[src/rtl/serial_rx_pkg.sv]
package serial_rx_pkg;
  localparam int unsigned WORD_W = 8;
  typedef enum logic {SRC_INT = 1'b0, SRC_EXT = 1'b1} clk_src_e;
endpackage

[src/rtl/sclk_gen.sv]
module sclk_gen #(
  parameter int unsigned HALF_CYC = 4
) (
  input  logic clk_i,
  input  logic rst_ni,
  input  logic run_i,
  input  logic halt_i,
  output logic sclk_o,
  output logic rise_o
);
  localparam int unsigned CW = $clog2(HALF_CYC + 1);
  localparam logic [CW-1:0] LAST = CW'(HALF_CYC - 1);

  logic [CW-1:0] div_q;
  logic          sclk_q;

  always_ff @(posedge clk_i or negedge rst_ni) begin
    if (!rst_ni) begin
      div_q  <= '0;
      sclk_q <= 1'b1;
    end else if (halt_i) begin
      div_q  <= '0;
      sclk_q <= 1'b1;
    end else if (!sclk_q || run_i) begin
      // a low phase always finishes; a high phase only advances when allowed
      if (div_q == LAST) begin
        div_q  <= '0;
        sclk_q <= ~sclk_q;
      end else begin
        div_q <= div_q + 1'b1;
      end
    end else begin
      div_q <= '0;
    end
  end

  assign sclk_o = sclk_q;
  assign rise_o = !halt_i && !sclk_q && (div_q == LAST);
endmodule

[src/rtl/edge_sync.sv]
module edge_sync #(
  parameter int unsigned STAGES = 2
) (
  input  logic clk_i,
  input  logic rst_ni,
  input  logic sclk_i,
  input  logic sdi_i,
  output logic rise_o,
  output logic sdi_o
);
  logic [STAGES-1:0] ck_q, d_q;
  logic              ck_prev_q;

  always_ff @(posedge clk_i or negedge rst_ni) begin
    if (!rst_ni) begin
      ck_q      <= '1;
      d_q       <= '0;
      ck_prev_q <= 1'b1;
    end else begin
      ck_q      <= {ck_q[STAGES-2:0], sclk_i};
      d_q       <= {d_q[STAGES-2:0], sdi_i};
      ck_prev_q <= ck_q[STAGES-1];
    end
  end

  assign rise_o = ck_q[STAGES-1] & ~ck_prev_q;
  assign sdi_o  = d_q[STAGES-1];
endmodule

[src/rtl/rx_shifter.sv]
module rx_shifter #(
  parameter int unsigned W = 8
) (
  input  logic         clk_i,
  input  logic         rst_ni,
  input  logic         clr_i,
  input  logic         shift_i,
  input  logic         bit_i,
  output logic         cnt_zero_o,
  output logic         done_o,
  output logic [W-1:0] word_o
);
  localparam int unsigned CNT_W = $clog2(W);
  localparam logic [CNT_W-1:0] LAST = CNT_W'(W - 1);

  logic [W-1:0]     sr_q;
  logic [CNT_W-1:0] cnt_q;

  always_ff @(posedge clk_i or negedge rst_ni) begin
    if (!rst_ni) begin
      sr_q  <= '0;
      cnt_q <= '0;
    end else if (clr_i) begin
      cnt_q <= '0;
    end else if (shift_i) begin
      sr_q  <= {bit_i, sr_q[W-1:1]};
      cnt_q <= (cnt_q == LAST) ? '0 : cnt_q + 1'b1;
    end
  end

  assign cnt_zero_o = (cnt_q == '0);
  assign done_o     = shift_i && (cnt_q == LAST);
  assign word_o     = {bit_i, sr_q[W-1:1]};
endmodule

[src/rtl/serial_rx_ctrl.sv]
module serial_rx_ctrl
  import serial_rx_pkg::*;
#(
  parameter int unsigned HALF_CYC    = 4,
  parameter int unsigned SYNC_STAGES = 2
) (
  input  logic              clk_i,
  input  logic              rst_ni,
  input  logic              rx_mode_i,
  input  logic              clk_src_i,
  input  logic              start_wr_i,
  input  logic              start_val_i,
  input  logic              abort_i,
  input  logic              rd_i,
  input  logic              sclk_i,
  input  logic              sdi_i,
  output logic              sclk_o,
  output logic [WORD_W-1:0] data_o,
  output logic              full_o,
  output logic              busy_o,
  output logic              enable_o
);
  clk_src_e src;
  assign src = clk_src_e'(clk_src_i);

  logic en_q, busy_q, full_q, mode_q;
  logic [WORD_W-1:0] data_q;
  logic int_rise, ext_rise, ext_sdi, cnt_zero, done, shift, run, halt, clr;
  logic [WORD_W-1:0] word;

  // high phase may start a new bit only when the word boundary is not blocked
  assign run  = busy_q && (src == SRC_INT) && !(cnt_zero && (full_q || !en_q));
  assign halt = abort_i || !busy_q || (src == SRC_EXT);

  sclk_gen #(.HALF_CYC(HALF_CYC)) u_gen (
    .clk_i, .rst_ni, .run_i(run), .halt_i(halt), .sclk_o, .rise_o(int_rise)
  );

  edge_sync #(.STAGES(SYNC_STAGES)) u_sync (
    .clk_i, .rst_ni, .sclk_i, .sdi_i, .rise_o(ext_rise), .sdi_o(ext_sdi)
  );

  assign shift = busy_q && !abort_i && ((src == SRC_EXT) ? ext_rise : int_rise);
  assign clr   = abort_i || (start_wr_i && start_val_i && rx_mode_i && !busy_q);

  rx_shifter #(.W(WORD_W)) u_shift (
    .clk_i, .rst_ni, .clr_i(clr), .shift_i(shift),
    .bit_i((src == SRC_EXT) ? ext_sdi : sdi_i),
    .cnt_zero_o(cnt_zero), .done_o(done), .word_o(word)
  );

  always_ff @(posedge clk_i or negedge rst_ni) begin
    if (!rst_ni) begin
      en_q   <= 1'b0;
      busy_q <= 1'b0;
    end else if (abort_i) begin
      en_q   <= 1'b0;
      busy_q <= 1'b0;
    end else if (start_wr_i && rx_mode_i) begin
      en_q <= start_val_i;
      if (start_val_i) busy_q <= 1'b1;
    end else if (busy_q && !en_q && cnt_zero) begin
      busy_q <= 1'b0;
    end
  end

  always_ff @(posedge clk_i or negedge rst_ni) begin
    if (!rst_ni) begin
      mode_q <= 1'b0;
      data_q <= '0;
      full_q <= 1'b0;
    end else begin
      mode_q <= rx_mode_i;
      if (mode_q != rx_mode_i) begin
        data_q <= '0;
        full_q <= 1'b0;
      end else if (done) begin
        data_q <= word;
        full_q <= 1'b1;
      end else if (rd_i) begin
        full_q <= 1'b0;
      end
    end
  end

  assign data_o   = data_q;
  assign full_o   = full_q;
  assign busy_o   = busy_q;
  assign enable_o = en_q;
endmodule

[config.mk]
export PLATFORM = sky130hd
export DESIGN_NAME = serial_rx_ctrl
export DESIGN_NICKNAME = d
export VERILOG_FILES = /design/src/rtl/serial_rx_pkg.sv /design/src/rtl/sclk_gen.sv /design/src/rtl/edge_sync.sv /design/src/rtl/rx_shifter.sv /design/src/rtl/serial_rx_ctrl.sv
export SDC_FILE = /design/constraint.sdc
export NUM_CORES = 1
export LEC_CHECK = 0
export BUFFER_PORTS_ARGS = -buffer_cell sky130_fd_sc_hd__buf_2
export CAP_MARGIN = 20
export CORE_MARGIN = 8
export CORE_UTILIZATION = 50
export DETAILED_ROUTE_END_ITERATION = 7
export HOLD_SLACK_MARGIN = 0.05
export PLACE_DENSITY_LB_ADDON = 0.15
export SYNTH_ARGS = -nofsm -noshare
export SYNTH_HDL_FRONTEND = slang
export SYNTH_SLANG_ARGS = --single-unit
[constraint.sdc]
create_clock -name clk_i -period 2.2 [get_ports clk_i]
set_input_delay 0.11 -clock clk_i [delete_from_list [all_inputs] [get_ports clk_i]]
set_output_delay 0.11 -clock clk_i [all_outputs]
set_load 0.02 [all_outputs]
# == After elaboration in Yosys (flattened, before gate mapping) ==
# Index checks and enable logic that the tools add are counted.
# Widths: inputs -> output; s select.
# word_totals
reg_bits,32
latchBits,0
ramBits,0
romBits,0
out_inout_bits,12
memories,0
# op_classes
n_addsub,2
mul,0
div_mod_pow,0
order_cmp,0
eq_ne,4
shifts,0
mux,22
bitwise,5
n_reduce_logical,36
# op_table
operator,count
$mux 3,6
$mux 8,2
$logic_and 1x1->1,14
$mux 1,14
$reduce_bool 2->1,5
$add 3x1->3 const B,2
$logic_not 1->1,6
$reduce_and 2->1,3
$reduce_bool 3->1,2
$logic_or 1x1->1,5
$not 1->1,4
$eq 3x2->1 const B,1
$eq 3x3->1 const B,1
$logic_not 3->1,1
$ne 3x3->1 const B,1
$and 1x1->1,1
$ne 1x1->1,1

# == Longest topological paths before layout ==
# depth
word_depth,11
mapped_depth,7
depth_no_buf,6

# == Cells and area by module ==
# A second synthesis with hierarchy kept.
# unflattened
cells_unflattened,105
hier_area_um2,1368.8
# modules_own_cells
mod,n_inst,cells_per_inst,area_per_inst_um2,seq_area_each_um2
serial_rx_ctrl,1,50,548.0,300.3
rx_shifter,1,34,489.2,250.2
sclk_gen,1,15,188.9,101.3
edge_sync,1,6,142.6,128.9

# == Worst setup path before layout ==
# No wires, ideal clock.
# synth_path
path_kind,reg2reg
from,reg u_gen.div_q[0]
to,reg u_shift.sr_q[1]
setup_time_ps,125
arrival_ps,1456
t_required_ps,2075
setup_slack_ps,619
stages_incl_launch_ff,7
path_buffers,1
period_less_slack_ps,1581
path_cell_list,dfrtp_1 ha_1 nor2b_4 a21o_4 nand4b_2 buf_6 mux2_4
# synth_via
elab_chain_cells,5
# synth_rtl
element,line_no,rtl
from (decl),sclk_gen.sv:14,logic [CW-1:0] div_q;
from (signal assigned),sclk_gen.sv:30,div_q <= div_q + 1'b1;
$eq 3x2->1,sclk_gen.sv:38,assign rise_o = !halt_i && !sclk_q && (div_q == LAST);
$logic_and 1x1->1,sclk_gen.sv:38,
$mux 1,serial_rx_ctrl.sv:43,assign shift = busy_q && !abort_i && ((src == SRC_EXT) ? ext_rise : int_rise);
$logic_and 1x1->1,serial_rx_ctrl.sv:43,
$reduce_and 2->1 (no line),n/a,
to (signal assigned),rx_shifter.sv:26,"sr_q <= {bit_i, sr_q[W-1:1]};"
to (decl),rx_shifter.sv:16,logic [W-1:0] sr_q;
# Every way passes these cells.
# A chain may end at the register's enable or synchronous reset.

# == Worst setup path in the final report ==
# layout_path
from,reg u_gen.div_q[0]
to,reg u_shift.sr_q[7]
# The elaborated chain is that of the path after synthesis.

==> flow_metrics.tcl <==
set metrics [dict create \
    grt_use_met3_pct 7.15 \
    grt_use_met1_pct 14.5 \
    dpl-instance-area_um2 1530 \
    hold_violations 0 \
    final_core_util_pct 60.9 \
    critical_path_class "register to register" \
    fin_ws_ps 427 \
    start_util_pct 52.2 \
    synth_cells 115 \
    setup_tns_ps 0 \
    status "finished, final reports clean" \
    tightest_slew_ps 797 \
    cap_violations 0 \
    finalNonFillerCells 178 \
    die_height_um 69.2 \
    async_flop_share_pct 100 \
    synth_edf_count 0 \
    cts_max_level 2 \
    yosysUniqueCellTypes 33 \
    leakage_nw 0.836 \
    row_count 19 \
    viasPerCell 5.19 \
    tritoncts "yes" \
    port_buffers 21 \
    finalClockSkew_ps 5.43 \
    cts_resized 0 \
    place.gp.congestion 0.747 \
    dp_worst_setup_slack_ps 456 \
    hpwl_um 1870 \
    antenna_cells 0 \
    busiest_layer "met2" \
    cts.clk_slew.worst_paths_ps 90 \
    firstDrtPassIters 4 \
    end_kind "register" \
    synth_seq_cells 31 \
    drv_slew 0 \
    use_met2_pct 16.4 \
    drtIter0Drc 35 \
    hold_class "primary input to register" \
    period_needed_ps 1770 \
    clock_sinks 31 \
    design.core.area_um2 2710 \
    dieArea_um2 4790 \
    synth_fp_nets 129 \
    numCtsBuffers 5 \
    globalRouteOverflowTotal 0 \
    worstSetupStartpointType "register" \
    grt_max_degree 32 \
    final_layout_size_suffix_gt1_share_pct 33.3 \
    dp_cells 164 \
    die_width_um 69.2 \
    cts_buffer_depth 2 \
    path_buf_inv 0 \
    syn-cell-area_um2 1410 \
    setup_viol 0 \
    synth_flop_cell "dfrtp_1" \
    max_freq_mhz 564 \
    syn2layout_area_growth_pct 16.8 \
    nNetsFinal 160 \
    finalCritPeriodShare_pct 80.6 \
    drt-total-wl_um 2640 \
    grt_pass1_vias 945 \
    critPathMaxFanout 10 \
    cp.required_ps 2420 \
    cpLargestDelayFamily "simple AND/OR/NAND/NOR gates" \
    hold-worst-slack_ps 102 \
    slew_headroom_pct 46.6 \
    dr_total_vias 924 \
    synth_seq_area_share_pct 55.2 \
    slowest_stage "mux2_4" \
    clockRootBuffer "clkbuf_4" \
    ant_nets 0 \
    rsz0062_at_grt "false" \
    wire_per_inst_um 14.8 \
    design_area_um2 1650 \
    pin_count 22 \
    grt_pass1_wl_um 4600 \
    antenna_found_initial 0 \
    ys_warn_count 0 \
    syn_area_per_cell_um2 12.3 \
    worstSkewPairLatency_ps 330 \
    crit_path_max_incr_delay_ps 430 \
    track_usage_pct 12.0 \
    crit_chain "ha_1 > nor2b_4 > a21o_4 > nand4b_2 > mux2_4" \
    cp_data_arrival_time_ps 1990 \
    max-vdd-ir-drop_mv 0.608 \
    power_density_nw_per_um2 615 \
    drc 0 \
    total_power_mw 1.02 \
]
-- cell type report --
class                   instances  area [um^2]
well taps                      31         38.8
flip-flops and latches         31          781
inverters                       5         18.8
multi-input cells              76          588
clock inverters                 1         5.00
repair buffers                 27          165
clock buffers                   7         55.1
fillers                       227         1060
-- synth_stat cells, types with 2 or more instances --
| library cell | instances | area share [%] |
|---|---|---|
| nand2b_1 | 3 | 1.3 |
| ha_1 | 4 | 3.5 |
| nand2_1 | 17 | 4.5 |
| buf_6 | 2 | 1.6 |
| dfrtp_1 | 27 | 48 |
| dfstp_2 | 4 | 7.4 |
| nor2_1 | 2 | 0.53 |
| mux2i_1 | 3 | 2.1 |
| mux2_4 | 7 | 7.4 |
| or2b_1 | 2 | 1.1 |
| a21oi_1 | 4 | 1.4 |
| o211ai_1 | 8 | 4.2 |
| inv_1 | 5 | 1.3 |
| o21ai_1 | 8 | 2.8 |
-- final timing paths --
path | from | to | slack [ps] | cells after the start
setup / recovery | u_gen.div_q[0] | u_shift.sr_q[7] | 430 | 5
hold / removal | start_wr_i | enable_o | 100 | 4
setup reg to reg | u_gen.div_q[0] | u_shift.sr_q[7] | 430 | 5
hold reg to reg | u_sync.d_q[0] | u_sync.d_q[1] | 360 | 0
max in group asynchronous | rst_ni | u_shift.cnt_q[0] | 1440 | 2
min in group asynchronous | rst_ni | data_o[0] | 330 | 2
-- where the power goes --
part / leakage (nW) / internal [mW] / switching, mW / total, mW
logic: 0.390 / 0.0342 / 0.0437 / 0.0779
registers: 0.411 / 0.585 / 0.00907 / 0.594
clock network: 0.0353 / 0.155 / 0.190 / 0.344
total: 0.836 / 0.774 / 0.242 / 1.02
-- state kept, by name, summed over array words and instances, names as in the netlist, 2 cells and up --
| signal | cells |
|---|---|
| u_gen.div_q | 3 |
| u_sync.ck_q | 2 |
| u_shift.cnt_q | 3 |
| u_shift.sr_q | 7 |
| u_sync.d_q | 2 |
| data_o | 8 |
-- repair_timing --
item / CTS / global route
hold buffers: 6 / 0
hold endpoints to repair: 33 / 0
buffers inserted: 0 / 0
-- routing by layer --
| layer | vias up | wire length [um] |
|---|---|---|
| li1 | 464 | - |
| met1 | 431 | 1280 |
| met2 | 23 | 1120 |
| met3 | 6 | 198 |
| met4 | 0 | 47 |
| met5 | - | 0 |
-- worst reg2reg max path, stage by stage, from the launching register on --
cell and delay [ps]:
dfrtp_1 360, ha_1 170, nor2b_4 170, a21o_4 150, nand4b_2 380, mux2_4 430
-- cells in the final DEF, fill, tap and decap left out, types with 2 or more instances in the layout --
cell type,count
a21oi_1,4
buf_2,21
clkbuf_4,5
dfrtp_1,27
dfstp_2,4
dlygate4sd3_1,6
ha_1,4
inv_1,5
mux2_4,7
mux2i_1,3
nand2_1,17
nand2b_1,3
nor2_1,2
o211ai_1,8
o21ai_1,8
or2b_1,2
-- cell families after synthesis --
kind of cell	synth area share (%)
flops	55.2
simple gates	13.3
compound gates	13.3
xor+xnor	1.15
mux	10.4
fa+ha+maj	3.54
buf+inv	3.19
Note: power is estimated with default switching activity, not from simulation.
